File: src/rtl/spiwb_pkg.sv
package spiwb_pkg;
  typedef enum logic [1:0] {
    PG_OTHER    = 2'd0,
    PG_SELECT   = 2'd1,
    PG_DESELECT = 2'd2
  } page_e;
endpackage

File: src/rtl/spiwb_addr_regs.sv
module spiwb_addr_regs #(
  parameter int NBYTES = 4
) (
  input  logic                      clk,
  input  logic                      rst_n,
  input  logic                      wr_en,
  input  logic [$clog2(NBYTES)-1:0] wr_idx,
  input  logic [7:0]                wr_data,
  input  logic [$clog2(NBYTES)-1:0] rd_idx,
  output logic [7:0]                rd_byte,
  output logic [NBYTES*8-1:0]       addr
);
  localparam int IW = $clog2(NBYTES);

  for (genvar g = 0; g < NBYTES; g++) begin : g_byte
    logic [7:0] q;
    logic [7:0] q_nxt;
    always_comb begin
      q_nxt = q;
      if (wr_en && (wr_idx == IW'(g))) q_nxt = wr_data;
    end
    always_ff @(posedge clk or negedge rst_n) begin
      if (!rst_n) q <= '0;
      else        q <= q_nxt;
    end
    assign addr[g*8 +: 8] = q;
  end

  assign rd_byte = addr[rd_idx*8 +: 8];
endmodule

File: src/rtl/spiwb_page_decode.sv
module spiwb_page_decode
  import spiwb_pkg::*;
#(
  parameter int              TW        = 24,
  parameter logic [TW-1:0]   SEL_PAGE  = 24'hFFFFFD,
  parameter logic [TW-1:0]   DSEL_PAGE = 24'hFFFFFE
) (
  input  logic [TW-1:0] page_addr,
  output page_e         page
);
  always_comb begin
    if (page_addr == SEL_PAGE)       page = PG_SELECT;
    else if (page_addr == DSEL_PAGE) page = PG_DESELECT;
    else                             page = PG_OTHER;
  end
endmodule

File: src/rtl/spiwb_shifter.sv
module spiwb_shifter #(
  parameter int SCK_HALF = 2,
  parameter int BITS     = 8
) (
  input  logic            clk,
  input  logic            rst_n,
  input  logic            start,
  input  logic [BITS-1:0] tx_byte,
  input  logic            miso,
  output logic            busy,
  output logic            done,
  output logic [BITS-1:0] rx_byte,
  output logic            sck,
  output logic            mosi
);
  localparam int CW = (SCK_HALF > 1) ? $clog2(SCK_HALF) : 1;
  localparam int BW = (BITS > 1) ? $clog2(BITS) : 1;

  logic            busy_q, busy_n;
  logic            sck_q, sck_n;
  logic [CW-1:0]   cnt_q, cnt_n;
  logic [BW-1:0]   bit_q, bit_n;
  logic [BITS-1:0] tx_q, tx_n;
  logic [BITS-1:0] rx_q, rx_n;
  logic            half_end, last_bit;

  assign half_end = (cnt_q == CW'(SCK_HALF - 1));
  assign last_bit = (bit_q == BW'(BITS - 1));

  always_comb begin
    busy_n = busy_q;
    sck_n  = sck_q;
    cnt_n  = cnt_q;
    bit_n  = bit_q;
    tx_n   = tx_q;
    rx_n   = rx_q;
    if (!busy_q) begin
      if (start) begin
        busy_n = 1'b1;
        sck_n  = 1'b0;
        cnt_n  = '0;
        bit_n  = '0;
        tx_n   = tx_byte;
      end
    end else if (half_end) begin
      cnt_n = '0;
      if (!sck_q) begin
        sck_n = 1'b1;
        rx_n  = {rx_q[BITS-2:0], miso};
      end else begin
        sck_n = 1'b0;
        if (last_bit) begin
          busy_n = 1'b0;
          tx_n   = '1;
        end else begin
          bit_n = bit_q + 1'b1;
          tx_n  = {tx_q[BITS-2:0], 1'b1};
        end
      end
    end else begin
      cnt_n = cnt_q + 1'b1;
    end
  end

  always_ff @(posedge clk or negedge rst_n) begin
    if (!rst_n) begin
      busy_q <= 1'b0;
      sck_q  <= 1'b0;
      cnt_q  <= '0;
      bit_q  <= '0;
      tx_q   <= '1;
      rx_q   <= '0;
    end else begin
      busy_q <= busy_n;
      sck_q  <= sck_n;
      cnt_q  <= cnt_n;
      bit_q  <= bit_n;
      tx_q   <= tx_n;
      rx_q   <= rx_n;
    end
  end

  assign busy    = busy_q;
  assign done    = busy_q & sck_q & half_end & last_bit;
  assign rx_byte = rx_q;
  assign sck     = sck_q;
  assign mosi    = tx_q[BITS-1];

  // Mode 0: data must not move on a rising edge.
  assert_mosi_steady_on_rise_R4: assert property (@(posedge clk) disable iff (!rst_n)
    $rose(sck_q) |-> $stable(mosi));
  // A finished byte always leaves the shifter idle.
  assert_done_ends_byte_R6: assert property (@(posedge clk) disable iff (!rst_n)
    done |=> !busy_q);
  // Each transfer begins with SCK low.
  assert_start_sck_low_R4: assert property (@(posedge clk) disable iff (!rst_n)
    $rose(busy_q) |-> !sck_q);
endmodule

File: src/rtl/spi_window_bridge.sv
module spi_window_bridge
  import spiwb_pkg::*;
#(
  parameter int ADDR_BYTES = 4,
  parameter int PAGE_BITS  = 8,
  parameter int SCK_HALF   = 2,
  parameter logic [ADDR_BYTES*8-PAGE_BITS-1:0] SEL_PAGE  = 'hFFFFFD,
  parameter logic [ADDR_BYTES*8-PAGE_BITS-1:0] DSEL_PAGE = 'hFFFFFE
) (
  input  logic       clk,
  input  logic       rst_n,
  input  logic [2:0] host_addr,
  input  logic [7:0] host_wdata,
  input  logic       host_wr,
  input  logic       host_rd,
  output logic [7:0] host_rdata,
  output logic       host_wait,
  output logic       spi_sck,
  output logic       spi_mosi,
  input  logic       spi_miso,
  output logic       spi_cs_n
);
  localparam int AW = ADDR_BYTES * 8;
  localparam int IW = $clog2(ADDR_BYTES);
  localparam int TW = AW - PAGE_BITS;
  localparam logic [2:0] DATA_OFS = 3'(ADDR_BYTES);

  // Reset: asserted asynchronously, released on a clock edge.
  logic [1:0] rst_sync;
  logic       rst_n_i;
  always_ff @(posedge clk or negedge rst_n) begin
    if (!rst_n) rst_sync <= 2'b00;
    else        rst_sync <= {rst_sync[0], 1'b1};
  end
  assign rst_n_i = rst_sync[1];

  logic          wr_acc, rd_acc, is_addr, is_data;
  logic [AW-1:0] addr_word;
  logic [7:0]    reg_byte;
  page_e         page;
  logic          shift_start, shift_busy, shift_done;
  logic [7:0]    shift_tx, shift_rx;

  assign wr_acc  = host_wr & ~shift_busy;
  assign rd_acc  = host_rd & ~host_wr & ~shift_busy;
  assign is_addr = (host_addr < DATA_OFS);
  assign is_data = (host_addr == DATA_OFS);

  spiwb_addr_regs #(.NBYTES(ADDR_BYTES)) u_regs (
    .clk    (clk),
    .rst_n  (rst_n_i),
    .wr_en  (wr_acc & is_addr),
    .wr_idx (host_addr[IW-1:0]),
    .wr_data(host_wdata),
    .rd_idx (host_addr[IW-1:0]),
    .rd_byte(reg_byte),
    .addr   (addr_word)
  );

  spiwb_page_decode #(.TW(TW), .SEL_PAGE(SEL_PAGE), .DSEL_PAGE(DSEL_PAGE)) u_dec (
    .page_addr(addr_word[AW-1:PAGE_BITS]),
    .page     (page)
  );

  assign shift_start = (wr_acc | rd_acc) & is_data & (page == PG_SELECT);
  assign shift_tx    = wr_acc ? host_wdata : 8'hFF;

  spiwb_shifter #(.SCK_HALF(SCK_HALF), .BITS(8)) u_shift (
    .clk    (clk),
    .rst_n  (rst_n_i),
    .start  (shift_start),
    .tx_byte(shift_tx),
    .miso   (spi_miso),
    .busy   (shift_busy),
    .done   (shift_done),
    .rx_byte(shift_rx),
    .sck    (spi_sck),
    .mosi   (spi_mosi)
  );

  logic       cs_n_q, cs_n_n;
  logic       rd_pend_q, rd_pend_n;
  logic [7:0] rdata_q, rdata_n;

  always_comb begin
    cs_n_n    = cs_n_q;
    rd_pend_n = rd_pend_q;
    rdata_n   = rdata_q;
    if (shift_start) begin
      cs_n_n    = 1'b0;
      rd_pend_n = rd_acc;
    end else if (wr_acc && is_data && (page == PG_DESELECT)) begin
      cs_n_n = 1'b1;
    end
    if (rd_acc) begin
      if (is_addr)                  rdata_n = reg_byte;
      else if (!is_data)            rdata_n = 8'h00;
      else if (page != PG_SELECT)   rdata_n = 8'hFF;
    end
    if (shift_done && rd_pend_q) begin
      rdata_n   = shift_rx;
      rd_pend_n = 1'b0;
    end
  end

  always_ff @(posedge clk or negedge rst_n_i) begin
    if (!rst_n_i) begin
      cs_n_q    <= 1'b1;
      rd_pend_q <= 1'b0;
      rdata_q   <= '0;
    end else begin
      cs_n_q    <= cs_n_n;
      rd_pend_q <= rd_pend_n;
      rdata_q   <= rdata_n;
    end
  end

  assign spi_cs_n   = cs_n_q;
  assign host_rdata = rdata_q;
  assign host_wait  = shift_busy;

  assert_cs_low_during_byte_R4: assert property (@(posedge clk) disable iff (!rst_n_i)
    shift_busy |-> !spi_cs_n);
  assert_wait_freezes_addr_R7: assert property (@(posedge clk) disable iff (!rst_n_i)
    host_wait |=> $stable(addr_word));
  assert_no_start_when_busy_R7: assert property (@(posedge clk) disable iff (!rst_n_i)
    shift_busy |-> !shift_start);
  assert_sck_idle_low_R1: assert property (@(posedge clk) disable iff (!rst_n_i)
    !shift_busy |-> !spi_sck);
  assert_deselect_no_clock_R3: assert property (@(posedge clk) disable iff (!rst_n_i)
    $rose(spi_cs_n) |-> !shift_busy);
endmodule

File: config.mk
export PLATFORM = sky130hd
export DESIGN_NAME = spi_window_bridge
export DESIGN_NICKNAME = d
export VERILOG_FILES = /design/src/rtl/spiwb_pkg.sv /design/src/rtl/spiwb_addr_regs.sv /design/src/rtl/spiwb_page_decode.sv /design/src/rtl/spiwb_shifter.sv /design/src/rtl/spi_window_bridge.sv
export SDC_FILE = /design/constraint.sdc
export NUM_CORES = 1
export LEC_CHECK = 0
export BUFFER_PORTS_ARGS = -buffer_cell sky130_fd_sc_hd__buf_2
export CAP_MARGIN = 20
export CORE_MARGIN = 2
export CORE_UTILIZATION = 30
export DETAILED_ROUTE_END_ITERATION = 16
export SKIP_CTS_REPAIR_TIMING = 1
export SLEW_MARGIN = 10
export SYNTH_ARGS = -nofsm -noshare
export SYNTH_HDL_FRONTEND = slang
export SYNTH_SLANG_ARGS = --single-unit
File: constraint.sdc
create_clock -name clk -period 2.1 [get_ports clk]
set_input_delay 0.105 -clock clk [delete_from_list [all_inputs] [get_ports clk]]
set_output_delay 0.105 -clock clk [all_outputs]
set_load 0.01 [all_outputs]
; ---- Word-level counts from Yosys, hierarchy flattened
; Index checks and enable logic that the tools add are counted.
[classes]
n_addsub = 2
multipliers = 0
div_mod_pow = 0
magnitude_cmp = 1
eq_ne = 14
shifts = 1
muxes = 33
n_bitwise = 13
reduce_logical = 17
[op_table]
columns = op, n
row1 = 2-to-1 mux 8 bit, 11
row2 = equality test 24 bit (second input constant), 2
row3 = variable part select 32 x 6 -> 8 bit, 1
row4 = 2-to-1 mux 1 bit, 15
row5 = 2-to-1 mux 3 bit, 5
row6 = bitwise AND 1 bit, 9
row7 = nonzero test 2 bit, 4
row8 = logical AND 1 bit, 7
row9 = equality test 2 bit (second input constant), 3
row10 = equality test 3 bit (second input constant), 2
row11 = inequality test 2 bit (second input constant), 3
row12 = AND reduction 3 bit, 2
row13 = equality test 2 x 1 -> 1 bit (second input constant), 2
row14 = 2-to-1 mux 2 bit, 2
row15 = inequality test 4 x 2 -> 1 bit (second input constant), 1
row16 = AND reduction 2 bit, 2
row17 = AND reduction 4 bit, 1
row18 = adder 3 x 1 -> 3 bit (second input constant), 1
row19 = < comparator 3 bit (second input constant), 1
row20 = NOT 1 bit, 3
row21 = logical NOT 2 bit, 1
row22 = inequality test 2 x 1 -> 1 bit (second input constant), 1
row23 = adder 1 bit (second input constant), 1
row24 = bitwise OR 1 bit, 1
[word_totals]
regBits = 66
latch_bits = 0
mem_bits_rw = 0
mem_bits_ro = 0
input_bits = 16
output_inout_bits = 12
wordCells = 95
n_memories = 0

; ---- Depth between registers and ports, before layout
[logic_depth]
ltp_word = 9
mapped_depth = 6
depth_no_buf = 6

; ---- Modules after synthesis
; A second synthesis with hierarchy kept.
[hier_totals]
cells_unflattened = 260
area_unflattened_um2 = 3285.7
[by_module_without_submodules]
columns = module, instances, cells_each, area_per_inst_um2, seq_area_each_um2
row1 = spiwb_addr_regs, 1, 78, 1401.3, 800.8
row2 = spiwb_shifter, 1, 84, 1023.5, 560.5
row3 = spi_window_bridge, 1, 86, 789.5, 301.5
row4 = spiwb_page_decode, 1, 12, 71.3, 0.0

; ---- Worst setup path before layout
; OpenSTA, ideal clock, no wires.
[synth_timing]
path_kind = flip-flop to flip-flop
from = reg u_regs.g_byte[1].q[3]
to = reg rdata_q[0] (netlist: host_rdata[0])
setup_ps = 125
arrival_time_ps = 1995
t_required_ps = 1975
path_slack_ps = -19
path_stages_with_launch = 6
n_path_buf = 0
synth_period_minus_slack_ps = 2119
path_cell_list = dfrtp_1 -> nand4_1 -> or4_4 -> or3b_4 -> a21oi_4 -> mux2_2
[synth_between]
elab_chain_cells = 6
word_cells_on_any_way = 7
classes_between = eq/ne: 4 / mux: 2 / reduce/logical: 1
[synth_rtl]
columns = item, line
row1 = from (decl), spiwb_addr_regs.sv:16  ; logic [7:0] q;
row2 = from (signal assigned), spiwb_addr_regs.sv:24  ; else q <= q_nxt;
row3 = equality test 24 bit, spiwb_page_decode.sv:13  ; else if (page_addr == DSEL_PAGE) page = PG_DESELECT;
row4 = 2-to-1 mux 2 bit, spiwb_page_decode.sv:13
row5 = 2-to-1 mux 2 bit (*), spiwb_page_decode.sv:12  ; if (page_addr == SEL_PAGE) page = PG_SELECT;
row6 = inequality test 2 x 1 -> 1 bit (*), spi_window_bridge.sv:98  ; else if (page != PG_SELECT) rdata_n = 8'hFF;
row7 = inequality test 4 x 2 -> 1 bit (no source line) (*), n/a
row8 = AND reduction 2 bit (no source line) (*), n/a
row9 = to (signal assigned), spi_window_bridge.sv:114  ; rdata_q <= rdata_n;
row10 = to (decl), spi_window_bridge.sv:83  ; logic [7:0] rdata_q, rdata_n;
; Mark *: on every way between the ends. The rest lies on a longest branch, timed or not.
; A chain may end at the register's enable or synchronous reset.

; ---- Worst setup path after layout
[layout_timing]
from = reg u_regs.g_byte[3].q[4]
to = reg rdata_q[1] (netlist: host_rdata[1])
[layout_between]
elab_chain_cells = 6
word_cells_on_any_way = 7
classes_between = eq/ne: 4 / mux: 2 / reduce/logical: 1
[layout_rtl]
columns = item, line
row1 = from (decl), spiwb_addr_regs.sv:16
row2 = from (signal assigned), spiwb_addr_regs.sv:24
row3 = equality test 24 bit, spiwb_page_decode.sv:13
row4 = 2-to-1 mux 2 bit, spiwb_page_decode.sv:13
row5 = 2-to-1 mux 2 bit (*), spiwb_page_decode.sv:12
row6 = inequality test 2 x 1 -> 1 bit (*), spi_window_bridge.sv:98
row7 = inequality test 4 x 2 -> 1 bit (no source line) (*), n/a
row8 = AND reduction 2 bit (no source line) (*), n/a
; Marked as above.

==> results.toml <==
[status]
status = "complete, but fails checks"
violations = "negative setup slack"

[worst_setup_path]
timing.rr.start = "u_regs.g_byte[3].q[4]"
start_kind = "flop"
cp_slowest_stage_delay_ps = 590
arrival_ps = 2440
crit_fanout = 4
path_cells = "nand4_1 -> or4_4 -> or3b_4 -> a21oi_4 -> buf_6 -> mux2_4"
crit_type = "reg2reg"
end_kind = "flop"
critical_path.top_delay_family = "simple AND/OR/NAND/NOR gates"
crit_slowest_cell = "or4_4"
cp.required_ps = 2320
startpoint = "u_regs.g_byte[3].q[4]"
r2r_setup_slack_ps = -120
path_buf_inv = 1

[grt]
grt_pass1_vias = 2120
antenna_found_initial = 0
grt_start_max_net_pins = 65
track_usage = 0.128
grt_pass1_wl_mm = 11.0
grt-ovfl-total = 0

[cts]
clock_latency_ps = 340
clk_path_buf_depth = 2
cts.sinks = 66
cts_tree = "yes"
clk_pin_slew_ps = 70
cts_max_level = 3
root_buffer = "clkbuf_8"
cts_buffers = 9

[timing]
fin_skew_ps = 5.51
worst_pin_slew_ps = 506
fin_crit_sh = 1.06
slew_violations = 0
finalSetupViolCount = 8
rsz0062_at_grt = "true"
post-route-min-period_ps = 2220
max_freq_ghz = 0.450
slew_headroom = 0.662
hold_violations = 0
layout_setup_ws_ps = -124

[floorplanning]
rows = 37
coreArea_um2 = 10200
pin_count = 28
fp.dieW_um = 106
fp.dieH_um = 106
start_util = 0.306
die_area_um2 = 11300

[power_and_ir_drop]
powerDensity_nw_per_um2 = 778
peakVddDrop_uv = 311
leakage_nw = 1.84

[placed_design]
gp_congestion = 0.767
placement.cell_area_um2 = 3630
dpl_worst_slack_ps = -166
dp_hpwl_mm = 4.97
portBuffers = 27

[synthesis]
ys_ff_latch = 66
ys_seq_area_frac = 0.531
syn_inst = 246
synth.net_count = 264
synthFlopType = "dfrtp_1"
synth_top_cell_by_area = "dfrtp_1"
yosysWarnings = 0
post_synth.cell_area_avg_um2 = 12.7
netlist.area_leader.share = 0.456
synthesis.area_um2 = 3130
async_flop_share = 1.00
yosys.cell_types.count = 40
synth_edf_count = 0
synthTopCellsByArea = "dfrtp_1 (46%), mux2_2 (19%), dfstp_2 (7.6%), mux4_2 (4.3%), nor2_1 (3.4%)"

[detailed_routing]
drt_first_pass_iters = 4
wl_per_cell_um = 15.3
routed-wl-met2_mm = 3.41
ant_nets = 0
met1Wirelength_mm = 3.18
via_per_inst = 4.69
topRoutingLayerUsed = "met4"
first_iter_violations = 72
drc = 0
dr_wl_met3_um = 272
wl_mm = 6.94
num_vias = 2119

[final_layout]
syn_to_final_growth_pct = 26.4
antenna-diode-count = 0
nets = 329
design_area_um2 = 3960
drive_above_1_share = 0.484

[hold_path]
hp-class = "in2async"

[run]
drv_cap = 0
[synth_stat cells (2+ instances only)]
library cell	n
mux2_2	53
and3_1	2
mux4_2	6
nor3b_1	2
inv_1	6
nand2_1	8
dfstp_2	9
nor2_1	28
nor3_1	2
mux4_1	2
dfrtp_1	57
nand3_1	3
and4_1	2
clkbuf_1	5
mux2i_1	2
buf_1	2
o21ai_0	2
ha_1	2
nor2b_1	2
nand4_1	3
o22ai_1	4
a21oi_1	17
nand2b_1	10
[flip-flops by register name, summed over array words and instances, names as in the netlist]
| name | count |
|---|---|
| u_shift.sck | 1 |
| u_shift.cnt_q | 1 |
| u_shift.bit_q | 3 |
| u_shift.busy | 1 |
| rd_pend_q | 1 |
| u_shift.rx_byte | 8 |
| u_regs.g_byte.q | 32 |
| host_rdata | 8 |
| rst_sync | 2 |
| spi_cs_n | 1 |
| u_shift.tx_q | 8 |
[layout make-up]
| cell class | instances | area (um^2) |
|---|---|---|
| fill | 985 | 6280 |
| tap | 136 | 170 |
| clock inverter | 3 | 15.0 |
| clock buffer | 13 | 159 |
| sequential | 66 | 1660 |
| timing repair buffer | 62 | 453 |
| multi-input combinational | 166 | 1470 |
| inverter | 6 | 22.5 |
[worst register-to-register path, stage by stage (launching register included)]
cell,delay [ps]
dfrtp_1,360
nand4_1,120
or4_4,590
or3b_4,420
a21oi_4,180
buf_6,140
mux2_4,300
[cell families after synthesis]
family / Yosys count / synth area share
xor gates and xnor gates: 1 / 0.00280
and+or+nand+nor: 70 / 0.123
muxes: 64 / 0.261
AOI/OAI and AO/OA: 28 / 0.0552
buffers and inverters: 14 / 0.0180
adders and majority gates: 2 / 0.00800
other: 1 / 0.00120
DFF: 66 / 0.531
[cells in the final DEF (no fill, tap or decap), drive strengths merged]
cell	n
a21oi	18
a41o	1
and3	2
and4	2
buf	59
clkbuf	14
clkinv	3
conb	1
dfrtp	57
dfstp	9
dlygate4sd3	2
ha	2
inv	6
mux2	54
mux2i	2
mux4	8
nand2	8
nand2b	10
nand3	3
nand3b	1
nand4	3
nor2	28
nor2b	2
nor3	2
nor3b	2
nor4	2
o211a	1
o211ai	1
o21ai	2
o221ai	1
o22ai	4
or2	2
or3b	2
or4	1
xnor2	1
[metal layers]
metal	vias up	track usage
li1	1016	-
met1	1056	0.163
met2	39	0.208
met3	8	0.0417
met4	0	0.0376
met5	-	0
[worst paths after layout]
kind	depth (start not counted)	endpoint
max	6	host_rdata[1]
min	2	rst_sync[1]
max reg2reg	6	host_rdata[1]
min reg2reg	1	u_regs.g_byte[2].q[7]
max in group asynchronous	1	spi_cs_n
min in group clk	2	u_regs.g_byte[1].q[4]
[power by group]
group          switching (mW)  total, mW  internal [mW]  leakage, nW
Combinational           0.223      0.577          0.354        0.962
Sequential              0.114       1.56           1.45        0.782
Clock                   0.449      0.936          0.488       0.0932
[metrics by stage]
stage | std cells | total power, mW | utilization | TNS (ps) | hold WS (ps)
3_3_place_gp | 428 | 2.11 | 0.355 | -973 | -109
6_report | 452 | 3.08 | 0.387 | -937 | 76.5
5_1_grt | 452 | 3.24 | 0.387 | -1290 | 63.4
4_1_cts | 444 | 3.08 | 0.372 | -1400 | -473
2_1_floorplan | 246 | 1.88 | - | 0 | -191
3_5_place_dp | 428 | 2.13 | 0.355 | -1260 | -105
No activity file was read; power rests on OpenSTA's default activity.
